`src/rtl/fe_status_pkg.sv`:
```
package fe_status_pkg;

  localparam int unsigned FE_WORD_W  = 16;
  localparam int unsigned FE_PAY_POS = 10;
  localparam int unsigned FE_SRV_POS = 8;

  // Mask of implemented bit positions for a given word width and layout.
  function automatic logic [63:0] fe_valid_mask(input int unsigned pay_pos,
                                                input int unsigned srv_pos);
    logic [63:0] m;
    m = '0;
    m[pay_pos] = 1'b1;
    m[srv_pos] = 1'b1;
    return m;
  endfunction

endpackage

```
`src/rtl/fe_event_map.sv`:
```
module fe_event_map #(
  parameter int unsigned WORD_W  = 16,
  parameter int unsigned PAY_POS = 10,
  parameter int unsigned SRV_POS = 8
) (
  input  logic              far_payload_i,
  input  logic              far_server_i,
  output logic [WORD_W-1:0] set_vec_o
);
  // Place each defect indication at its fixed position in the word.
  always_comb begin
    set_vec_o          = '0;
    set_vec_o[PAY_POS] = far_payload_i;
    set_vec_o[SRV_POS] = far_server_i;
  end
endmodule

```
`src/rtl/fe_sticky_cell.sv`:
```
module fe_sticky_cell (
  input  logic clk,
  input  logic rst,
  input  logic set_i,
  input  logic clr_i,
  output logic q_o
);
  // Set has priority over clear so a coincident event is never lost.
  always_ff @(posedge clk) begin
    if (rst)        q_o <= 1'b0;
    else if (set_i) q_o <= 1'b1;
    else if (clr_i) q_o <= 1'b0;
  end
endmodule

```
`src/rtl/fe_read_reg.sv`:
```
module fe_read_reg #(
  parameter int unsigned WORD_W = 16
) (
  input  logic              clk,
  input  logic              rst,
  input  logic              rd_stb_i,
  input  logic [WORD_W-1:0] word_i,
  output logic [WORD_W-1:0] rd_data_o
);
  always_ff @(posedge clk) begin
    if (rst)           rd_data_o <= '0;
    else if (rd_stb_i) rd_data_o <= word_i;
  end
endmodule

```
`src/rtl/fe_status_latch.sv`:
```
module fe_status_latch
  import fe_status_pkg::*;
#(
  parameter int unsigned WORD_W  = FE_WORD_W,
  parameter int unsigned PAY_POS = FE_PAY_POS,
  parameter int unsigned SRV_POS = FE_SRV_POS
) (
  input  logic              clk,
  input  logic              rst,
  input  logic              far_payload_i,
  input  logic              far_server_i,
  input  logic              rd_stb_i,
  output logic [WORD_W-1:0] rd_data_o,
  input  logic              clr_stb_i,
  input  logic [WORD_W-1:0] clr_mask_i
);
  localparam logic [63:0]       VALID_FULL = fe_valid_mask(PAY_POS, SRV_POS);
  localparam logic [WORD_W-1:0] VALID      = VALID_FULL[WORD_W-1:0];

  logic [WORD_W-1:0] set_vec;
  logic [WORD_W-1:0] clr_vec;
  logic [WORD_W-1:0] held_w;
  logic              unused_bits;

  fe_event_map #(.WORD_W(WORD_W), .PAY_POS(PAY_POS), .SRV_POS(SRV_POS)) u_map (
    .far_payload_i (far_payload_i),
    .far_server_i  (far_server_i),
    .set_vec_o     (set_vec)
  );

  assign clr_vec = clr_mask_i & {WORD_W{clr_stb_i}};

  // Reserved positions carry no storage; their inputs are folded away.
  assign unused_bits = ^((set_vec | clr_vec) & ~VALID);

  for (genvar i = 0; i < WORD_W; i++) begin : g_bit
    if (VALID[i]) begin : g_cell
      fe_sticky_cell u_cell (
        .clk   (clk),
        .rst   (rst),
        .set_i (set_vec[i]),
        .clr_i (clr_vec[i]),
        .q_o   (held_w[i])
      );
    end else begin : g_rsvd
      assign held_w[i] = 1'b0;
    end
  end

  fe_read_reg #(.WORD_W(WORD_W)) u_rd (
    .clk       (clk),
    .rst       (rst),
    .rd_stb_i  (rd_stb_i),
    .word_i    (held_w),
    .rd_data_o (rd_data_o)
  );
endmodule

```
`config.mk`:
```
export PLATFORM = sky130hd
export DESIGN_NAME = fe_status_latch
export DESIGN_NICKNAME = d
export VERILOG_FILES = /design/src/rtl/fe_status_pkg.sv /design/src/rtl/fe_event_map.sv /design/src/rtl/fe_sticky_cell.sv /design/src/rtl/fe_read_reg.sv /design/src/rtl/fe_status_latch.sv
export SDC_FILE = /design/constraint.sdc
export NUM_CORES = 1
export LEC_CHECK = 0
export ABC_AREA = 1
export BUFFER_PORTS_ARGS = -buffer_cell sky130_fd_sc_hd__buf_2
export CORE_AREA = 8 8 45 47
export DETAILED_ROUTE_END_ITERATION = 12
export DIE_AREA = 0 0 53 55
export GPL_TIMING_DRIVEN = 0
export PLACE_DENSITY = 0.53
export SETUP_SLACK_MARGIN = 0.3
export SYNTH_ARGS = -nofsm -noshare
export SYNTH_HDL_FRONTEND = slang
export SYNTH_SLANG_ARGS = --single-unit
```
`constraint.sdc`:
```
create_clock -name clk -period 0.9 [get_ports clk]
set_input_delay 0.045 -clock clk [delete_from_list [all_inputs] [get_ports clk]]
set_output_delay 0.045 -clock clk [all_outputs]
set_load 0.05 [all_outputs]
```
==> implementation parameters <==
Parameter                              Value

Status
  Status    finished clean

Clock tree
  Clock Root Buffer    sky130_fd_sc_hd__clkbuf_4
  Worst-path clk slew    40 ps
  Inserted Clock Buffers    3
  Max Buffers Root-to-Sink    2
  H-tree depth    1
  Post-CTS Repair Setup Buffers    0
  Total number of clock tree sinks    4
  TritonCTS clock tree    yes
  Latest clock arrival within the worst-skew pair    240 ps

Setup path
  CP Data Required Time    850 ps
  Top fanout value on the critical path    2
  Slack of the worst reg-to-reg path    330 ps
  Critical Path End Type    output pin
  Stage delay of the slowest cell on the critical path    340 ps
  Startpoint type of the worst setup path    flip-flop
  CP top delay family    flip-flops
  Crit-path slowest cell    sky130_fd_sc_hd__dfxtp_4
  Cells traversed along the worst timing path    buf_8
  Critical path buffer and inverter count    1
  Worst Path Arrival    730 ps
  Critical setup path kind    flip-flop to output pin

Layout
  Final-layout fill cell count    165
  Fraction of final layout cells sized beyond drive strength 1    46.7%
  Antenna Diode Count    0
  Number of standard cells in the final layout excluding fillers    76
  Synthesis-to-layout area growth    67.0%
  Storage element area    87.6 µm²
  Combined area of the multi-input logic cells    103 µm²
  Fin nets    83

Synth
  Fraction of the yosys area taken by sequential cells    32.0%
  Most frequent cells after synthesis    14 x sky130_fd_sc_hd__buf_4, 8 x sky130_fd_sc_hd__nand2_1, 4 x sky130_fd_sc_hd__a21oi_1, 4 x sky130_fd_sc_hd__dfxtp_1, 3 x sky130_fd_sc_hd__inv_1
  Most area-consuming cells after synthesis    sky130_fd_sc_hd__buf_4 42%, sky130_fd_sc_hd__dfxtp_1 32%, sky130_fd_sc_hd__nand2_1 12%, sky130_fd_sc_hd__a21oi_1 8.0%, sky130_fd_sc_hd__inv_1 4.5%
  Most used standard cell by instance count after synthesis    sky130_fd_sc_hd__buf_4
  Synthesized area divided by synthesized cell count    7.36 µm²
  Fraction of synthesized cell area taken by the top area cell type    42.0%
  Top_reg_cell synth    sky130_fd_sc_hd__dfxtp_1
  Number of instances in the synthesized netlist    34
  Total standard cell area after synthesis    250 µm²
  Synth async-reset ratio    0%
  Seq cells post-synth    4
  Number of synthesized flops with an enable pin    0
  Count of unique library cells instantiated by Yosys    6
  Yosys top cell by area    sky130_fd_sc_hd__buf_4
  Total number of yosys warnings    0

STA
  Unrepaired setup endpoints after global routing    yes
  Final setup violation count    0
  Final count of pins violating max slew    0
  Final period util    85.6%
  Clk_skew    11.0 ps
  Summed negative setup slack over all endpoints    0 ps
  Time the worst path needs with I/O delays and setup    770 ps
  Fmax    1300 MHz
  Hold Vio Cnt, Final    0

Detailed routing
  Drt total wl    549 µm
  Residual antenna-violating net count after detailed routing    0
  Drt first-iter violations    3
  Mean routed wirelength per cell    7.22 µm
  Via count    223
  Detailed-router iteration count before antenna repair    2
  Remaining DRCs    0
  Via density per instance    2.93

Global routing
  Total grt overflow    0
  Initial antenna violation count    0
  Via count of the first global-routing pass    177
  Tot GR Track Use    3.50%
  First-pass GRT wire length    710 µm
  Pin count of the biggest net entering global routing    5

Placement
  Port-buffer cells    9
  # placed instances    72
  Post-DP HPWL    487 µm
  Final RePlAce weighted congestion    0.580

Power
  Static leakage    0.248 nW
  Peak ir drop on the vdd network    0.964 mV
  Power density normalized to cell area    1630 nW/µm²

Flow run
  Count of maximum capacitance violations    0

Floorplanning
  Number of core rows    14
  Width of the die    53 µm
  Starting density of the core    18.1%
  Top-level port count    38
  Die Height    55 µm
  Core box area    1380 µm²
  Die area    2920 µm²

Min path
  Hold Path Class    input pin to flip-flop
-- routing by layer --
metal / routed length, µm / up-vias / GRT usage, %
met4: 0 / 0 / 0
met1: 197 / 79 / 3.95
met3: 143 / 0 / 4.81
met5: 0 / - / 0
met2: 208 / 18 / 3.91
li1: - / 126 / -
-- sequential cells by signal, indices dropped and copies added (netlist names) --
| name | cells |
|---|---|
| g_bit.g_cell.u_cell.q_o | 2 |
| u_rd.rd_data_o | 2 |
-- kinds of logic after synthesis --
logic type	after synthesis	share of synthesized area, %
buf+inv	17	46.5
simple gates	8	12.0
compound gates	4	8.00
flops	4	32.0
other cells	1	1.50
-- path summary, 6_finish.rpt --
| path | end | cells past startpoint | from |
|---|---|---|---|
| worst max-delay path | rd_data_o[10] | 1 | u_rd.rd_data_o[10] |
| worst min-delay path | u_rd.rd_data_o[8] | 2 | rst |
| worst max register to register | u_rd.rd_data_o[8] | 2 | g_bit[8].g_cell.u_cell.q_o |
| worst min register to register | u_rd.rd_data_o[10] | 2 | g_bit[10].g_cell.u_cell.q_o |
-- area by class of cell --
cell class              count  share of cell area, %
inverters                   3                   2.69
well taps                  16                   4.79
plain buffers              14                   25.1
clock buffers               4                   6.29
flip-flops and latches      4                   21.0
repair buffers              9                   15.6
multi-input cells          26                   24.6
-- what timing repair did --
action | 4_1_cts | 5_1_grt
hold endpoints to repair | 2 | 0
gates resized for setup | 6 | 0
setup endpoints to repair | 2 | 2
-- per-stage QoR --
| stage | instance area [µm²] | hold WS (ps) | setup slack [ps] | util, % | power (W) |
|---|---|---|---|---|---|
| floorplan | 307 | 104 | 246 | - | 0.000396 |
| finish | 418 | 1.23 | 130 | 30.2 | 0.000680 |
| global route | 418 | 0.402 | 112 | 30.2 | 0.000716 |
| detailed placement | 372 | 248 | 282 | 26.9 | 0.000421 |
| global placement | 372 | 247 | 283 | 26.9 | 0.000420 |
| CTS | 418 | -11.2 | 118 | 30.2 | 0.000687 |
-- placed cells by master, fill, tap and decap left out --
| master | netlist | routed |
|---|---|---|
| sky130_fd_sc_hd__a21oi_1 | 4 | 4 |
| sky130_fd_sc_hd__buf_2 | 0 | 7 |
| sky130_fd_sc_hd__buf_4 | 14 | 14 |
| sky130_fd_sc_hd__buf_8 | 0 | 2 |
| sky130_fd_sc_hd__clkbuf_1 | 0 | 1 |
| sky130_fd_sc_hd__clkbuf_4 | 0 | 3 |
| sky130_fd_sc_hd__conb_1 | 1 | 14 |
| sky130_fd_sc_hd__dfxtp_1 | 4 | 2 |
| sky130_fd_sc_hd__dfxtp_4 | 0 | 2 |
| sky130_fd_sc_hd__inv_1 | 3 | 3 |
| sky130_fd_sc_hd__nand2_1 | 8 | 8 |
-- report_power, final --
part           leakage, nW  total [W]  internal (W)  switching, W
clock               0.0150   0.000249      0.000167     0.0000818
combinational        0.198   0.000238     0.0000708      0.000167
sequential          0.0346   0.000193      0.000186    0.00000710
Note: power is estimated with default switching activity, not from simulation.
